## src/rtl/spi_slv_pkg.sv

```systemverilog
package spi_slv_pkg;

    localparam int WORD_W_DEF = 32;
    localparam int LEN_W_DEF  = 12;

    // Commands from the burst controller to the shift datapath
    typedef struct packed {
        logic clr_rx;    // zero the receive shifter
        logic cap;       // shift MOSI into the receive shifter
        logic load_tx;   // load the head transmit word (or zeros)
        logic shift_tx;  // advance the transmit shifter by one bit
    } shift_cmd_t;

endpackage

```

## src/rtl/spi_slv_sync.sv

```systemverilog
module spi_slv_sync #(
    parameter int           W       = 1,
    parameter logic [W-1:0] RST_VAL = '0
) (
    input  logic         clk,
    input  logic         rst_n,
    input  logic [W-1:0] async_i,
    output logic [W-1:0] sync_o
);

    typedef struct packed {
        logic [W-1:0] s1;
        logic [W-1:0] s2;
    } sync_st_t;

    sync_st_t sync_d, sync_q;

    always_comb begin
        sync_d.s1 = async_i;
        sync_d.s2 = sync_q.s1;
    end

    always_ff @(posedge clk or negedge rst_n) begin
        if (!rst_n) begin
            sync_q <= '{s1: RST_VAL, s2: RST_VAL};
        end else begin
            sync_q <= sync_d;
        end
    end

    assign sync_o = sync_q.s2;

endmodule

```

## src/rtl/spi_slv_shift.sv

```systemverilog
module spi_slv_shift
    import spi_slv_pkg::*;
#(
    parameter int WORD_W = WORD_W_DEF
) (
    input  logic              clk,
    input  logic              rst_n,
    input  shift_cmd_t        cmd_i,
    input  logic              tx_valid_i,
    input  logic [WORD_W-1:0] tx_data_i,
    input  logic              mosi_i,
    input  logic              active_i,
    output logic              tx_msb_o,
    output logic [WORD_W-1:0] rx_next_o
);

    typedef struct packed {
        logic [WORD_W-1:0] tx;
        logic [WORD_W-1:0] rx;
    } shf_st_t;

    shf_st_t shf_d, shf_q;
    logic [WORD_W-1:0] rx_next;

    always_comb begin
        shf_d   = shf_q;
        rx_next = cmd_i.cap ? {shf_q.rx[WORD_W-2:0], mosi_i} : shf_q.rx;
        shf_d.rx = cmd_i.clr_rx ? '0 : rx_next;
        if (cmd_i.load_tx) begin
            shf_d.tx = tx_valid_i ? tx_data_i : '0;
        end else if (cmd_i.shift_tx) begin
            shf_d.tx = {shf_q.tx[WORD_W-2:0], 1'b0};
        end
    end

    always_ff @(posedge clk or negedge rst_n) begin
        if (!rst_n) begin
            shf_q <= '0;
        end else begin
            shf_q <= shf_d;
        end
    end

    assign tx_msb_o  = shf_q.tx[WORD_W-1];
    assign rx_next_o = rx_next;

    // with the select negated the receive shifter is frozen
    a_r1_rx_frozen_idle: assert property (@(posedge clk) disable iff (!rst_n)
        (!active_i && !cmd_i.clr_rx) |=> $stable(shf_q.rx));

    // with the select negated the transmit shifter is frozen
    a_r1_tx_frozen_idle: assert property (@(posedge clk) disable iff (!rst_n)
        !active_i |=> $stable(shf_q.tx));

endmodule

```

## src/rtl/spi_slv_ctl.sv

```systemverilog
module spi_slv_ctl
    import spi_slv_pkg::*;
#(
    parameter int WORD_W = WORD_W_DEF,
    parameter int LEN_W  = LEN_W_DEF
) (
    input  logic              clk,
    input  logic              rst_n,
    input  logic              frame_mode_i,
    input  logic [LEN_W-1:0]  burst_len_i,
    input  logic              sclk_lvl_i,
    input  logic              ss_lvl_i,
    input  logic              tx_valid_i,
    input  logic              rx_ready_i,
    input  logic [WORD_W-1:0] rx_next_i,
    output shift_cmd_t        cmd_o,
    output logic              tx_pop_o,
    output logic              rx_push_o,
    output logic [WORD_W-1:0] rx_data_o,
    output logic              tx_underflow_o,
    output logic              rx_overflow_o
);

    localparam int CNT_W = LEN_W + 1;
    localparam logic [CNT_W-1:0] CNT_MAX = '1;

    typedef struct packed {
        logic              sclk_prv;
        logic              ss_prv;
        logic [CNT_W-1:0]  cnt;
        logic              reload;
        logic              took;
        logic              empty;
        logic              under;
        logic              over;
        logic              push;
        logic              pop;
        logic [WORD_W-1:0] word;
    } ctl_st_t;

    localparam ctl_st_t CTL_RST = '{ss_prv: 1'b1, default: '0};

    ctl_st_t    ctl_d, ctl_q;
    shift_cmd_t cmd;
    logic       active, ss_fall, ss_rise, sclk_rise, sclk_fall;
    logic       cap, drop, done;

    always_comb begin
        active    = !ss_lvl_i;
        ss_fall   = ctl_q.ss_prv && !ss_lvl_i;
        ss_rise   = !ctl_q.ss_prv && ss_lvl_i;
        sclk_rise = sclk_lvl_i && !ctl_q.sclk_prv;
        sclk_fall = !sclk_lvl_i && ctl_q.sclk_prv;
        cap       = sclk_rise && active && !ss_fall;
        drop      = sclk_fall && active && !ss_fall;
        done      = 1'b0;
        cmd       = '0;

        ctl_d          = ctl_q;
        ctl_d.sclk_prv = sclk_lvl_i;
        ctl_d.ss_prv   = ss_lvl_i;
        ctl_d.push     = 1'b0;
        ctl_d.pop      = 1'b0;

        if (ss_fall) begin
            // burst start: load word, reset count, never advance queues
            cmd.clr_rx   = 1'b1;
            cmd.load_tx  = 1'b1;
            ctl_d.cnt    = '0;
            ctl_d.reload = 1'b0;
            ctl_d.took   = tx_valid_i;
            ctl_d.empty  = !tx_valid_i;
        end else begin
            if (drop) begin
                if (ctl_q.reload) begin
                    cmd.load_tx  = 1'b1;
                    ctl_d.reload = 1'b0;
                    ctl_d.took   = tx_valid_i;
                    ctl_d.empty  = !tx_valid_i;
                end else begin
                    cmd.shift_tx = 1'b1;
                end
            end
            if (cap) begin
                cmd.cap = 1'b1;
                if (ctl_q.empty) begin
                    ctl_d.under = 1'b1;
                end
                if (!frame_mode_i) begin
                    if (ctl_q.cnt == {1'b0, burst_len_i}) begin
                        done         = 1'b1;
                        cmd.clr_rx   = 1'b1;
                        ctl_d.cnt    = '0;
                        ctl_d.reload = 1'b1;
                    end else begin
                        ctl_d.cnt = ctl_q.cnt + 1'b1;
                    end
                end else if (ctl_q.cnt != CNT_MAX) begin
                    ctl_d.cnt = ctl_q.cnt + 1'b1;
                end
            end
            if (ss_rise) begin
                // end of frame: completes only in select-framed mode
                if (frame_mode_i && ctl_q.cnt != '0) begin
                    done = 1'b1;
                end
                ctl_d.cnt    = '0;
                ctl_d.reload = 1'b0;
            end
        end

        if (done) begin
            ctl_d.pop  = ctl_q.took;
            ctl_d.took = 1'b0;
            if (rx_ready_i) begin
                ctl_d.push = 1'b1;
                ctl_d.word = rx_next_i;
            end else begin
                ctl_d.over = 1'b1;
            end
        end
    end

    always_ff @(posedge clk or negedge rst_n) begin
        if (!rst_n) begin
            ctl_q <= CTL_RST;
        end else begin
            ctl_q <= ctl_d;
        end
    end

    assign cmd_o          = cmd;
    assign tx_pop_o       = ctl_q.pop;
    assign rx_push_o      = ctl_q.push;
    assign rx_data_o      = ctl_q.word;
    assign tx_underflow_o = ctl_q.under;
    assign rx_overflow_o  = ctl_q.over;

    // the select assertion edge restarts the bit count
    a_r4_start_clears_count: assert property (@(posedge clk) disable iff (!rst_n)
        ss_fall |=> (ctl_q.cnt == '0));

    // the select assertion edge pushes and releases nothing
    a_r4_start_no_advance: assert property (@(posedge clk) disable iff (!rst_n)
        ss_fall |=> (!rx_push_o && !tx_pop_o));

    // a transmit release only accompanies a burst end
    a_r5_pop_with_push: assert property (@(posedge clk) disable iff (!rst_n)
        tx_pop_o |-> (rx_push_o || rx_overflow_o));

    // a counted burst cut short by the select pushes nothing
    a_r8_no_push_on_abort: assert property (@(posedge clk) disable iff (!rst_n)
        (!frame_mode_i && ss_rise) |=> !rx_push_o);

    // underflow flag is sticky
    a_r9_underflow_sticky: assert property (@(posedge clk) disable iff (!rst_n)
        tx_underflow_o |=> tx_underflow_o);

    // overflow flag is sticky
    a_r10_overflow_sticky: assert property (@(posedge clk) disable iff (!rst_n)
        rx_overflow_o |=> rx_overflow_o);

endmodule

```

## src/rtl/spi_burst_slave.sv

```systemverilog
module spi_burst_slave
    import spi_slv_pkg::*;
#(
    parameter int WORD_W = WORD_W_DEF,
    parameter int LEN_W  = LEN_W_DEF
) (
    input  logic              clk,
    input  logic              rst_n,
    input  logic              sclk_i,
    input  logic              mosi_i,
    input  logic              ss_n_i,
    output logic              miso_o,
    input  logic [LEN_W-1:0]  burst_len_i,
    input  logic              frame_mode_i,
    input  logic [WORD_W-1:0] tx_data_i,
    input  logic              tx_valid_i,
    output logic              tx_pop_o,
    output logic [WORD_W-1:0] rx_data_o,
    output logic              rx_push_o,
    input  logic              rx_ready_i,
    output logic              tx_underflow_o,
    output logic              rx_overflow_o
);

    localparam int PIN_N = 3;
    localparam logic [PIN_N-1:0] PIN_RST = 3'b100;   // select idles high

    logic [PIN_N-1:0] pins_sync;
    logic             sclk_s, mosi_s, ss_s, active;
    logic             tx_msb;
    logic [WORD_W-1:0] rx_next;
    shift_cmd_t        cmd;

    spi_slv_sync #(
        .W       (PIN_N),
        .RST_VAL (PIN_RST)
    ) u_sync (
        .clk     (clk),
        .rst_n   (rst_n),
        .async_i ({ss_n_i, mosi_i, sclk_i}),
        .sync_o  (pins_sync)
    );

    assign sclk_s = pins_sync[0];
    assign mosi_s = pins_sync[1];
    assign ss_s   = pins_sync[2];
    assign active = !ss_s;

    spi_slv_ctl #(
        .WORD_W (WORD_W),
        .LEN_W  (LEN_W)
    ) u_ctl (
        .clk            (clk),
        .rst_n          (rst_n),
        .frame_mode_i   (frame_mode_i),
        .burst_len_i    (burst_len_i),
        .sclk_lvl_i     (sclk_s),
        .ss_lvl_i       (ss_s),
        .tx_valid_i     (tx_valid_i),
        .rx_ready_i     (rx_ready_i),
        .rx_next_i      (rx_next),
        .cmd_o          (cmd),
        .tx_pop_o       (tx_pop_o),
        .rx_push_o      (rx_push_o),
        .rx_data_o      (rx_data_o),
        .tx_underflow_o (tx_underflow_o),
        .rx_overflow_o  (rx_overflow_o)
    );

    spi_slv_shift #(
        .WORD_W (WORD_W)
    ) u_shift (
        .clk        (clk),
        .rst_n      (rst_n),
        .cmd_i      (cmd),
        .tx_valid_i (tx_valid_i),
        .tx_data_i  (tx_data_i),
        .mosi_i     (mosi_s),
        .active_i   (active),
        .tx_msb_o   (tx_msb),
        .rx_next_o  (rx_next)
    );

    assign miso_o = active & tx_msb;

endmodule

```

## config.mk

```make
export PLATFORM = sky130hd
export DESIGN_NAME = spi_burst_slave
export DESIGN_NICKNAME = d
export VERILOG_FILES = /design/src/rtl/spi_slv_pkg.sv /design/src/rtl/spi_slv_sync.sv /design/src/rtl/spi_slv_shift.sv /design/src/rtl/spi_slv_ctl.sv /design/src/rtl/spi_burst_slave.sv
export SDC_FILE = /design/constraint.sdc
export NUM_CORES = 1
export LEC_CHECK = 0
export ABC_AREA = 0
export BUFFER_PORTS_ARGS = -buffer_cell sky130_fd_sc_hd__buf_2
export CORE_ASPECT_RATIO = 1.75
export CORE_MARGIN = 8
export CORE_UTILIZATION = 55
export DETAILED_ROUTE_END_ITERATION = 7
export PLACE_DENSITY = 0.83
export SYNTH_ARGS = -nofsm -noshare
export SYNTH_HDL_FRONTEND = slang
export SYNTH_SLANG_ARGS = --single-unit
```

## constraint.sdc

```tcl
create_clock -name clk -period 2.8 [get_ports clk]
set_input_delay 0.42 -clock clk [delete_from_list [all_inputs] [get_ports clk]]
set_output_delay 0.42 -clock clk [all_outputs]
set_load 0.1 [all_outputs]
```

==> impl_metrics.tcl <==
set metrics [dict create \
    count_of_mapped_cells_out_of_synthesis 609 \
    vdd_ir_drop_max_uv 492 \
    grt_max_degree 125 \
    cts-hold-fix-buffers 0 \
    fp.dieArea_mm2 0.0147 \
    cts_resized 0 \
    max-slew-margin-rel 0.479 \
    worstSetupPathType "reg -> reg" \
    power.net_switching_w 0.00110 \
    synth_cell_types 51 \
    layout.core_utilization 0.645 \
    rr_startpoint "u_sync.sync_o[2]$_DFF_PN1_" \
    post_drt_via_cell_ratio 5.62 \
    clk_latency_ns 0.41 \
    maxSlewViolCount 0 \
    status "complete, no violations" \
    element_type_at_the_critical_path_end "flop" \
    average_size_of_a_mapped_cell_um2 9.87 \
    place_congestion 0.802 \
    regToRegSetupSlack_ns 0.24 \
    floorplan.initialDensity 0.562 \
    route.detailed.wl_per_inst_um 16.5 \
    layout.cell_area.non_filler_mm2 0.00690 \
    yosysSeqAreaShare 0.517 \
    timing.fmax_mhz 391 \
    ctsLongestPathBuffers 2 \
    timing.setup.tns_ns 0 \
    worst_r2r_endpoint "u_ctl.ctl_q[39]$_DFFE_PN0P_" \
    path_clk_slew_ns 0.06 \
    antenna_cells 0 \
    number_of_global_route_vias_before_repair 4564 \
    floorplan.core_area_mm2 0.0107 \
    yosysWarningCount 0 \
    power_switching_share 0.244 \
    drt_pre_antenna_iters 4 \
    detail-route-antenna-nets 0 \
    number_of_failing_hold_endpoints_at_the_final_stage 0 \
    timing.critical_path.fanout_max 11 \
    setup_ws_ns 0.242 \
    vias 4482 \
    synth_seq_cells 124 \
    post-layout-total-power_w 0.00449 \
    arrival_ns 2.85 \
    power.density_mw_per_mm2 652 \
    number_of_antenna_violations_at_the_first_check_in_global_routing 0 \
    min-delay-path-class "in -> async" \
    tritoncts "done" \
    synth_nets 665 \
    grt_overflow 0 \
    detailed_place_hpwl_um 8800 \
    drt_first_iter_violations 284 \
    dpl_cell_area_mm2 0.00633 \
    power.share.combinational 0.096 \
    minimum_setup_slack_after_placement_ns 0.121 \
    final_skew_ns 0.00985 \
    rsz0062_at_grt "no" \
    flow.area_growth_from_synthesis_pct 14.8 \
    fillCellCount 843 \
    clock-root-buffer "sky130_fd_sc_hd__clkbuf_16" \
    critical_path.startpoint "u_sync.sync_o[2]$_DFF_PN1_" \
    synth_edf_count 0 \
    wire_length_of_the_first_global_routing_pass_um 21700 \
    fp-row-count 50 \
    die_y_um 154 \
    drive_above_1_share 0.220 \
    drc_errors 0 \
    power_frac_seq 0.439 \
    power.leakage_nw 3.46 \
    async_reset_ff_frac 1.00 \
    clock_tree.htree_level_count 4 \
    setup_buffers_after_cts 0 \
    cp.required_ns 3.09 \
    clock_power_share 0.464 \
    cts.sinks 124 \
    gr-usage-all-layers 0.187 \
    min_period_over_period 0.914 \
    timing_worst_slew_pin_value_ns 0.771 \
    io_pins 89 \
    cellInternalPower_w 0.00340 \
    rr_worst_depth 8 \
    numPortBuffers 88 \
    totalWireLength_um 13100 \
    final_nets 712 \
    number_of_buffers_added_by_the_clock_tree_synthesis_step 17 \
    post_synthesis_cell_area_mm2 0.00601 \
    startpoint_class "flop" \
    report.final.setup_viol 0 \
    synth_ff_type "sky130_fd_sc_hd__dfrtp_1" \
    floorplan.die.width_um 95.0 \
    cap_violations 0 \
    layout_min_cycle_time_ns 2.56 \
]
## cells in the mapped netlist (2+ instances only)
cell type | instances | area share
sky130_fd_sc_hd__nand3_1 | 5 | 0.0042
sky130_fd_sc_hd__ha_1 | 4 | 0.0083
sky130_fd_sc_hd__and3_1 | 33 | 0.034
sky130_fd_sc_hd__o21ai_1 | 2 | 0.0017
sky130_fd_sc_hd__buf_4 | 36 | 0.045
sky130_fd_sc_hd__dfrtp_1 | 121 | 0.50
sky130_fd_sc_hd__mux2i_1 | 33 | 0.055
sky130_fd_sc_hd__nor2_1 | 42 | 0.026
sky130_fd_sc_hd__or2_2 | 3 | 0.0031
sky130_fd_sc_hd__a21oi_1 | 32 | 0.027
sky130_fd_sc_hd__nand2_1 | 78 | 0.049
sky130_fd_sc_hd__nor3_1 | 4 | 0.0033
sky130_fd_sc_hd__a211o_1 | 3 | 0.0044
sky130_fd_sc_hd__or2_1 | 2 | 0.0021
sky130_fd_sc_hd__inv_1 | 39 | 0.024
sky130_fd_sc_hd__nor2b_1 | 6 | 0.0062
sky130_fd_sc_hd__dfstp_2 | 3 | 0.013
sky130_fd_sc_hd__clkbuf_1 | 21 | 0.013
sky130_fd_sc_hd__xnor2_1 | 12 | 0.017
sky130_fd_sc_hd__nor4b_1 | 2 | 0.0029
sky130_fd_sc_hd__buf_2 | 15 | 0.012
sky130_fd_sc_hd__o21ai_0 | 35 | 0.029
sky130_fd_sc_hd__o221ai_1 | 32 | 0.047
sky130_fd_sc_hd__nor4_1 | 5 | 0.0052
sky130_fd_sc_hd__o31ai_1 | 6 | 0.0075
sky130_fd_sc_hd__nor3b_1 | 2 | 0.0025
sky130_fd_sc_hd__a21o_1 | 3 | 0.0037
sky130_fd_sc_hd__a22o_1 | 6 | 0.0087
sky130_fd_sc_hd__nand4_1 | 2 | 0.0021
## flip-flops by register name, indices dropped and copies added (netlist names)
name                  cells
u_shift.shf_q            63
u_ctl.rx_data_o          32
u_ctl.ctl_q              18
u_sync.sync_d             3
u_sync.sync_o             3
u_ctl.rx_overflow_o       1
u_ctl.rx_push_o           1
u_ctl.tx_pop_o            1
u_ctl.tx_underflow_o      1
u_shift.tx_msb_o          1
## cell type report
cell class / count / area, µm² / area share
Sequential cell: 124 / 3110 / 0.450
Tap cell: 130 / 163 / 0.0236
Clock inverter: 7 / 91.3 / 0.0132
Multi-Input combinational cell: 373 / 2360 / 0.342
Clock buffer: 23 / 468 / 0.0678
Timing Repair Buffer: 101 / 566 / 0.0820
Inverter: 39 / 146 / 0.0212
## worst max path at each step
stage | end | slack [ns]
after floorplan | u_ctl.rx_data_o[30]$_DFFE_PN0P_ | 0.59
after global placement | u_ctl.ctl_q[39]$_DFFE_PN0P_ | 0.18
after detailed placement | u_ctl.ctl_q[39]$_DFFE_PN0P_ | 0.12
after CTS | u_ctl.ctl_q[39]$_DFFE_PN0P_ | 0.08
after global routing | u_ctl.ctl_q[39]$_DFFE_PN0P_ | 0.10
final | u_ctl.ctl_q[39]$_DFFE_PN0P_ | 0.24
## placed cells by master, fill, tap and decap left out, types with 17 or more instances in the layout
master / count
sky130_fd_sc_hd__buf_2: 87
sky130_fd_sc_hd__mux2i_1: 33
sky130_fd_sc_hd__nand2_1: 77
sky130_fd_sc_hd__clkbuf_16: 17
sky130_fd_sc_hd__dfrtp_1: 121
sky130_fd_sc_hd__nor2_1: 40
sky130_fd_sc_hd__a21oi_1: 32
sky130_fd_sc_hd__and3_1: 33
sky130_fd_sc_hd__o221ai_1: 32
sky130_fd_sc_hd__o21ai_0: 35
sky130_fd_sc_hd__inv_1: 39
## power by group through the flow
stage | sequential (W) | combinational, W | clock [W]
CTS | 0.00197 | 0.000438 | 0.00212
global route | 0.00199 | 0.000489 | 0.00220
finish | 0.00197 | 0.000433 | 0.00209
floorplan | 0.00202 | 0.000256 | 0
global placement | 0.00199 | 0.000419 | 0
detailed placement | 0.00200 | 0.000436 | 0
## critical path: stages, from the launching register on
cell	delay, ns
sky130_fd_sc_hd__dfstp_2	0.59
sky130_fd_sc_hd__inv_1	0.06
sky130_fd_sc_hd__ha_1	0.20
sky130_fd_sc_hd__buf_4	0.18
sky130_fd_sc_hd__nor2_1	0.19
sky130_fd_sc_hd__a21boi_0	0.49
sky130_fd_sc_hd__a41o_1	0.34
sky130_fd_sc_hd__nor3_4	0.11
sky130_fd_sc_hd__mux2_2	0.27
## cells by family (layout without fill, tap and decap cells)
| family | after synthesis | in the layout | share of synthesized area |
|---|---|---|---|
| compound gates | 127 | 127 | 0.140 |
| xor+xnor | 12 | 12 | 0.0175 |
| fa+ha+maj | 4 | 4 | 0.00833 |
| buf+inv | 112 | 170 | 0.0956 |
| flops | 124 | 124 | 0.517 |
| mux | 34 | 34 | 0.0568 |
| simple gates | 196 | 196 | 0.165 |
## per-layer routing
layer / track usage / vias to the layer above / routed length, µm
met5: 0 / - / 0
met3: 0.0446 / 17 / 702
met2: 0.318 / 134 / 6940
li1: - / 2171 / -
met4: 0.0891 / 0 / 254
met1: 0.212 / 2160 / 5250
## stage by stage
step	hold slack [ns]	cells
floorplan	0.124	609
global placement	0.334	767
detailed placement	0.337	767
CTS	0.0988	797
global route	0.103	797
finish	0.0629	797
Power figures use the tool's default switching activity.
